File: config.mk
export PLATFORM = sky130hd
export DESIGN_NAME = pt_walker
export DESIGN_NICKNAME = d
export VERILOG_FILES = /design/src/rtl/pt_walk_pkg.sv /design/src/rtl/pw_ctrl.sv /design/src/rtl/pw_datapath.sv /design/src/rtl/pt_walker.sv
export SDC_FILE = /design/constraint.sdc
export NUM_CORES = 1
export LEC_CHECK = 0
export ABC_AREA = 1
export BUFFER_PORTS_ARGS = -buffer_cell sky130_fd_sc_hd__buf_2
export CAP_MARGIN = 15
export CORE_ASPECT_RATIO = 0.6
export CORE_MARGIN = 3
export CORE_UTILIZATION = 50
export CTS_CLUSTER_DIAMETER = 30
export DETAILED_ROUTE_END_ITERATION = 10
export PLACE_DENSITY = 0.78
export SKIP_CTS_REPAIR_TIMING = 1
export SYNTH_ARGS = -nofsm -noshare
export SYNTH_HDL_FRONTEND = slang
export SYNTH_SLANG_ARGS = --single-unit
File: constraint.sdc
create_clock -name clk -period 2.43 [get_ports clk]
set_input_delay 0.3645 -clock clk [delete_from_list [all_inputs] [get_ports clk]]
set_output_delay 0.3645 -clock clk [all_outputs]
set_load 0.02 [all_outputs]
File: src/rtl/pt_walk_pkg.sv
`timescale 1ns/1ps
package pt_walk_pkg;

  typedef enum logic [1:0] {
    ST_IDLE      = 2'd0,
    ST_READ_PTE  = 2'd1,
    ST_WAIT_DATA = 2'd2,
    ST_RESPOND   = 2'd3
  } walkState_t;

  // Strobes from control to datapath
  typedef struct packed {
    logic captureReq;
    logic captureEntry;
  } walkStrobe_t;

endpackage

File: src/rtl/pw_ctrl.sv
`timescale 1ns/1ps
module pw_ctrl
  import pt_walk_pkg::*;
(
  input  logic        clk,
  input  logic        rstN,
  input  logic        reqValid,
  input  logic        memReqReady,
  input  logic        memRspValid,
  input  logic        rspReady,
  output logic        reqReady,
  output logic        memReqValid,
  output logic        rspValid,
  output walkStrobe_t strobe
);

  walkState_t state, stateNext;

  always_ff @(posedge clk or negedge rstN) begin
    if (!rstN) state <= ST_IDLE;
    else       state <= stateNext;
  end

  always_comb begin
    stateNext = state;
    case (state)
      ST_IDLE:      if (reqValid)    stateNext = ST_READ_PTE;
      ST_READ_PTE:  if (memReqReady) stateNext = ST_WAIT_DATA;
      ST_WAIT_DATA: if (memRspValid) stateNext = ST_RESPOND;
      ST_RESPOND:   if (rspReady)    stateNext = ST_IDLE;
      default:                       stateNext = ST_IDLE;
    endcase
  end

  assign reqReady    = (state == ST_IDLE);
  assign memReqValid = (state == ST_READ_PTE);
  assign rspValid    = (state == ST_RESPOND);

  assign strobe.captureReq   = (state == ST_IDLE) && reqValid;
  assign strobe.captureEntry = (state == ST_WAIT_DATA) && memRspValid;

endmodule

File: src/rtl/pw_datapath.sv
`timescale 1ns/1ps
module pw_datapath
  import pt_walk_pkg::*;
#(
  parameter int VA_W  = 32,
  parameter int PA_W  = 30,
  parameter int OFF_W = 12,
  parameter int PTE_W = 32
) (
  input  logic              clk,
  input  logic              rstN,
  input  walkStrobe_t       strobe,
  input  logic [VA_W-1:0]   reqVaddr,
  input  logic              reqWrite,
  input  logic [VA_W-1:0]   tableBase,
  input  logic [PTE_W-1:0]  memRspData,
  output logic [VA_W-1:0]   memReqAddr,
  output logic [PA_W-1:0]   rspPaddr,
  output logic              rspPageFault,
  output logic              rspProtFault,
  output logic [PA_W-OFF_W-1:0] rspDiskLoc
);

  localparam int VPN_W     = VA_W - OFF_W;
  localparam int PPN_W     = PA_W - OFF_W;
  localparam int PTE_SHIFT = $clog2(PTE_W / 8);
  localparam int VALID_POS = PTE_W - 1;
  localparam int WR_POS    = PTE_W - 2;

  logic [VA_W-1:0]  vaddrQ;
  logic [VA_W-1:0]  baseQ;
  logic             writeQ;
  logic [PTE_W-1:0] entryQ;

  always_ff @(posedge clk or negedge rstN) begin
    if (!rstN) begin
      vaddrQ <= '0;
      baseQ  <= '0;
      writeQ <= 1'b0;
    end else if (strobe.captureReq) begin
      vaddrQ <= reqVaddr;
      baseQ  <= tableBase;
      writeQ <= reqWrite;
    end
  end

  always_ff @(posedge clk or negedge rstN) begin
    if (!rstN)                    entryQ <= '0;
    else if (strobe.captureEntry) entryQ <= memRspData;
  end

  // Entry address: base plus page number scaled by entry size
  logic [VPN_W-1:0] vpn;
  logic [VA_W-1:0]  entryOffset;
  assign vpn         = vaddrQ[VA_W-1:OFF_W];
  assign entryOffset = {{(VA_W-VPN_W){1'b0}}, vpn} << PTE_SHIFT;
  assign memReqAddr  = baseQ + entryOffset;

  // Response decode from the captured entry
  logic             entValid, entWritable, protHit;
  logic [PPN_W-1:0] entPpn;
  assign entValid    = entryQ[VALID_POS];
  assign entWritable = entryQ[WR_POS];
  assign entPpn      = entryQ[PPN_W-1:0];
  assign protHit     = entValid && writeQ && !entWritable;

  assign rspPageFault = !entValid;
  assign rspProtFault = protHit;
  assign rspPaddr     = (entValid && !protHit) ? {entPpn, vaddrQ[OFF_W-1:0]} : '0;
  assign rspDiskLoc   = entValid ? '0 : entPpn;

endmodule

File: src/rtl/pt_walker.sv
`timescale 1ns/1ps
module pt_walker
  import pt_walk_pkg::*;
#(
  parameter int VA_W  = 32,
  parameter int PA_W  = 30,
  parameter int OFF_W = 12,
  parameter int PTE_W = 32
) (
  input  logic                  clk,
  input  logic                  rstN,
  input  logic                  reqValid,
  output logic                  reqReady,
  input  logic [VA_W-1:0]       reqVaddr,
  input  logic                  reqWrite,
  input  logic [VA_W-1:0]       tableBase,
  output logic                  memReqValid,
  input  logic                  memReqReady,
  output logic [VA_W-1:0]       memReqAddr,
  input  logic                  memRspValid,
  input  logic [PTE_W-1:0]      memRspData,
  output logic                  rspValid,
  input  logic                  rspReady,
  output logic [PA_W-1:0]       rspPaddr,
  output logic                  rspPageFault,
  output logic                  rspProtFault,
  output logic [PA_W-OFF_W-1:0] rspDiskLoc
);

  walkStrobe_t strobe;

  pw_ctrl ctrl_i (
    .clk         (clk),
    .rstN        (rstN),
    .reqValid    (reqValid),
    .memReqReady (memReqReady),
    .memRspValid (memRspValid),
    .rspReady    (rspReady),
    .reqReady    (reqReady),
    .memReqValid (memReqValid),
    .rspValid    (rspValid),
    .strobe      (strobe)
  );

  pw_datapath #(
    .VA_W (VA_W),
    .PA_W (PA_W),
    .OFF_W(OFF_W),
    .PTE_W(PTE_W)
  ) dp_i (
    .clk          (clk),
    .rstN         (rstN),
    .strobe       (strobe),
    .reqVaddr     (reqVaddr),
    .reqWrite     (reqWrite),
    .tableBase    (tableBase),
    .memRspData   (memRspData),
    .memReqAddr   (memReqAddr),
    .rspPaddr     (rspPaddr),
    .rspPageFault (rspPageFault),
    .rspProtFault (rspProtFault),
    .rspDiskLoc   (rspDiskLoc)
  );

endmodule

* Word level (Yosys, flattened, before mapping)
Index checks and enable logic that the tools add are counted.
Word-level totals: register bits 99, output and inout bits 85
Operators by class: add/sub/neg operators 1, reduce and logical (&&, ||, !) cells 10, mux-type cells 7, equal/unequal tests 7
Operators with widths (number):
- adder 32 x 22 -> 32 bit | 1
- two-way mux 30 bit | 1
- two-way mux 18 bit | 1
- two-way mux 2 bit | 4
- case mux 2 bit (4 select lines) | 1
- logical AND 1 bit | 5
- equality test 2 bit, second input constant | 2
- inequality test 2 x 1 -> 1 bit, second input constant | 2
- inequality test 2 bit, second input constant | 2
- AND reduction 4 bit | 1
- logical NOT 1 bit | 3
- equality test 2 x 1 -> 1 bit, second input constant | 1
- logical NOT 2 bit | 1

* Logic depth before layout (Yosys ltp)
depth after elaboration 5, gate-level depth with buffers 12

* Cells and area by module
Synthesis repeated with hierarchy kept, for this count alone.
Second synthesis, totals: cell total of the unflattened synthesis 738, area, all modules 5497.8 um2
By module, submodules not included:
- pw_datapath | area each 5280.1 um2, cells an instance 707, instances 1
- pw_ctrl | area each 217.7 um2, cells an instance 31, instances 1

* Least setup slack after synthesis
Ideal clock, no wire load.
kind reg2out, from reg dp_i.baseQ[2], to out memReqAddr[18], cell stages (with the launch flop) 11, arrival 1.805 ns, path slack 0.261 ns, required time 2.066 ns, cell sequence dfrtp_1 ha_1 inv_1 fa_1 inv_1 nand3_1 nand3_2 nand2_1 nand2_1 a21oi_1 xnor2_1
On the way: word-level cells in the longest chain between the ends 1
RTL lines:
- from (decl) | RTL line pw_datapath.sv:31 | logic [VA_W-1:0] baseQ;
- from (signal assigned) | RTL line pw_datapath.sv:42 | baseQ <= tableBase;
- adder 32 x 22 -> 32 bit | RTL line pw_datapath.sv:57 | assign memReqAddr = baseQ + entryOffset;
- to (decl) | RTL line pt_walker.sv:19 | output logic [VA_W-1:0] memReqAddr,
No other way between the ends.

* Final worst setup path
from reg dp_i.baseQ[2], to out memReqAddr[16]
The elaborated chain is that of the path after synthesis.

==> flow_metrics.env <==
export IMPL_routed_via_count=5342
export IMPL_min_period_over_period=1.05
export IMPL_worstPathBufferInverterCount=3
export IMPL_drtAntennaViolNets=0
export IMPL_numCtsBuffers=9
export IMPL_type_of_the_worst_min_delay_path="input port to async pin"
export IMPL_maxClockFrequency_mhz=393
export IMPL_synth_sequential_area_ratio=0.404
export IMPL_placementRows=28
export IMPL_n_antenna_cell=0
export IMPL_reg2reg_setup_slack_ns=0.52
export IMPL_worstSkewPairLatency_ns=0.34
export IMPL_finalSetupTns_ns=-0.655
export IMPL_cp_top_family="adder cells"
export IMPL_tritoncts_clock_tree="built"
export IMPL_drt_first_pass_iters=5
export IMPL_via_count_of_the_first_global_routing_pass=4630
export IMPL_clk_pin_slew_ns=0.07
export IMPL_grt_overflow_total=0
export IMPL_worstMarginPinSlew_ns=0.616
export IMPL_ff2ff_path_depth=6
export IMPL_cts_root_buf="sky130_fd_sc_hd__clkbuf_16"
export IMPL_wire_length_of_the_first_global_routing_pass_microns=22700
export IMPL_synth_largest_area_cell="sky130_fd_sc_hd__dfrtp_1"
export IMPL_synth_fp_nets=852
export IMPL_final_min_clock_period_ns=2.55
export IMPL_cts_num_sinks=87
export IMPL_layout_core_utilization=0.733
export IMPL_floorplan_die_height_microns=86.4
export IMPL_worst_path_max_fanout=4
export IMPL_hold_slack_ns=0.0359
export IMPL_cp_data_required_time_ns=2.07
export IMPL_final_hold_violation_count=0
export IMPL_number_of_buffers_added_on_ports=175
export IMPL_setup_viol=10
export IMPL_drv_slew=0
export IMPL_detail_route_vias_per_cell=5.06
export IMPL_asyncSetResetFlopFracSynth=1.00
export IMPL_r2r_start="ctrl_i.state[0]"
export IMPL_synth_area_leaders="sky130_fd_sc_hd__dfrtp_1 (40%), sky130_fd_sc_hd__nand2_1 (12%), sky130_fd_sc_hd__mux2_2 (8.6%)"
export IMPL_ioPinCount=188
export IMPL_synthMostInstantiatedCell="sky130_fd_sc_hd__nand2_1"
export IMPL_dp_hpwl_microns=11100
export IMPL_synth_top_flop_cell="sky130_fd_sc_hd__dfrtp_1"
export IMPL_fp_dieW_microns=140
export IMPL_antenna_violations_before_repair=0
export IMPL_drc_errors=0
export IMPL_worstPathArrival_ns=2.18
export IMPL_violations="setup timing"
export IMPL_max_slew_margin=0.589
export IMPL_cts_htree_levels=3
export IMPL_drt_first_iter_violations=409
export IMPL_synth_edff_count=0
export IMPL_endpoint_class_of_the_critical_path="output port"
export IMPL_floorplan_die_area_sq_um=12100
export IMPL_post_route_cells_drive_above_1_share=0.398
export IMPL_floorplan_core_area_sq_um=10200
export IMPL_final_critical_path_setup_slack_ns=-0.116
export IMPL_post_synth_top_area_fraction=0.404
export IMPL_setup_worst_path_class="register to output port"
export IMPL_r2r_end="dp_i.baseQ[26]"
export IMPL_grt_util_all_layers=0.232
export IMPL_rsz_0062_raised_after_global_routing="true"
export IMPL_start_kind="register"
export IMPL_yosysUniqueCellTypes=27
export IMPL_pin_count_of_the_biggest_net_entering_global_routing=47
export IMPL_yosys_register_bits=87
export IMPL_critPathSlowestCell="sky130_fd_sc_hd__dfrtp_1"
export IMPL_layout_area_overhead_vs_synth_pct=38.2
export IMPL_crit_chain="ha_4, inv_2, fa_2, inv_2, nand3_2, nand3_4, nand2_1, nand2_2, nand3_2, a21o_1, nand2_1, buf_6"
export IMPL_outcome="complete, but fails checks"
export IMPL_final_net_count=1043
export IMPL_clock_path_buffers=2
export IMPL_clock_skew_ns=0.00884
export IMPL_dp_worst_setup_slack_ns=0.103
export IMPL_postRouteWirelength_microns=15300
export IMPL_synthesis_area_sq_um=5390
export IMPL_synthesis_yosys_warnings=0
export IMPL_synth_area_per_cell_sq_um=7.45
export IMPL_gpl_final_weighted_congestion=0.926
export IMPL_initial_utilization=0.531
export IMPL_max_cap_violations=0
export IMPL_netlist_instances=724
export IMPL_synth_common_cells="sky130_fd_sc_hd__nand2_1 (172), sky130_fd_sc_hd__inv_1 (121), sky130_fd_sc_hd__nor2_1 (121)"
export IMPL_wl_per_cell_microns=14.5
export IMPL_worst_path_largest_cell_delay_ns=0.40
[flip-flops by register name, indices dropped and copies added, names as in the netlist]
signal,cells
dp_i.vaddrQ,32
dp_i.baseQ,32
ctrl_i.state,2
dp_i.entryQ,20
dp_i.writeQ,1
[cell type report]
cell class | instances | area, sq um
Fill cell | 761 | 2710
Clock inverter | 6 | 52.6
Inverter | 123 | 462
Timing Repair Buffer | 200 | 1180
Tap cell | 135 | 169
Multi-Input combinational cell | 494 | 3180
Sequential cell | 87 | 2180
Clock buffer | 10 | 239
[metrics by stage]
step                cell area (sq um)  std cells
detailed placement               6440       1021
CTS                              6730       1037
floorplan                        5390        724
finish                           7450       1055
global placement                 6440       1021
global route                     7450       1055
[worst register-to-register path: cells and delay by family (launching register included)]
family	cells	cell delay [ns]
simple gates	2	0.58
buf+inv	2	0.45
flops	1	0.40
fa+ha+maj	1	0.28
compound gates	1	0.07
[worst max-delay path by stage]
stage / slack (ns) / cells after the start / startpoint / to
global placement: 0.13 / 12 / dp_i.baseQ[2] / memReqAddr[16]
finish: -0.12 / 12 / dp_i.baseQ[2] / memReqAddr[16]
detailed placement: 0.10 / 12 / dp_i.baseQ[2] / memReqAddr[16]
global route: -0.20 / 13 / dp_i.vaddrQ[12] / memReqAddr[30]
CTS: -0.27 / 12 / dp_i.baseQ[2] / memReqAddr[16]
floorplan: 0.26 / 10 / dp_i.baseQ[2] / memReqAddr[18]
[layer usage]
layer | up-vias | wire length (microns) | track usage
met5 | - | 0 | 0
met4 | 0 | 131 | 0.0431
met3 | 14 | 1310 | 0.0474
met2 | 234 | 6720 | 0.319
met1 | 2476 | 7160 | 0.377
li1 | 2618 | - | -
[layout by cell type (no fill, tap or decap), drive strengths merged, types with 6 or more instances in the layout]
cell type	count
dfrtp	87
nand2	175
buf	200
a21oi	56
mux2	41
o21ai	6
inv	125
xor2	12
nand3	33
clkbuf	10
nor3	8
nor2	125
ha	24
[cell families (layout without fill, tap and decap cells)]
| family | count (synthesis) | after routing | synth area share |
|---|---|---|---|
| adder cells (fa/ha/maj) | 25 | 25 | 0.0594 |
| AO/OA/AOI/OAI | 67 | 67 | 0.0640 |
| flip-flops | 87 | 87 | 0.404 |
| multiplexers | 41 | 41 | 0.0856 |
| AND/OR/NAND/NOR | 347 | 347 | 0.262 |
| XOR/XNOR | 14 | 14 | 0.0227 |
| buffers and inverters | 143 | 339 | 0.103 |
Power is not shown: default switching activity piles up to over one toggle a cycle in this logic, so the estimate is an artifact.
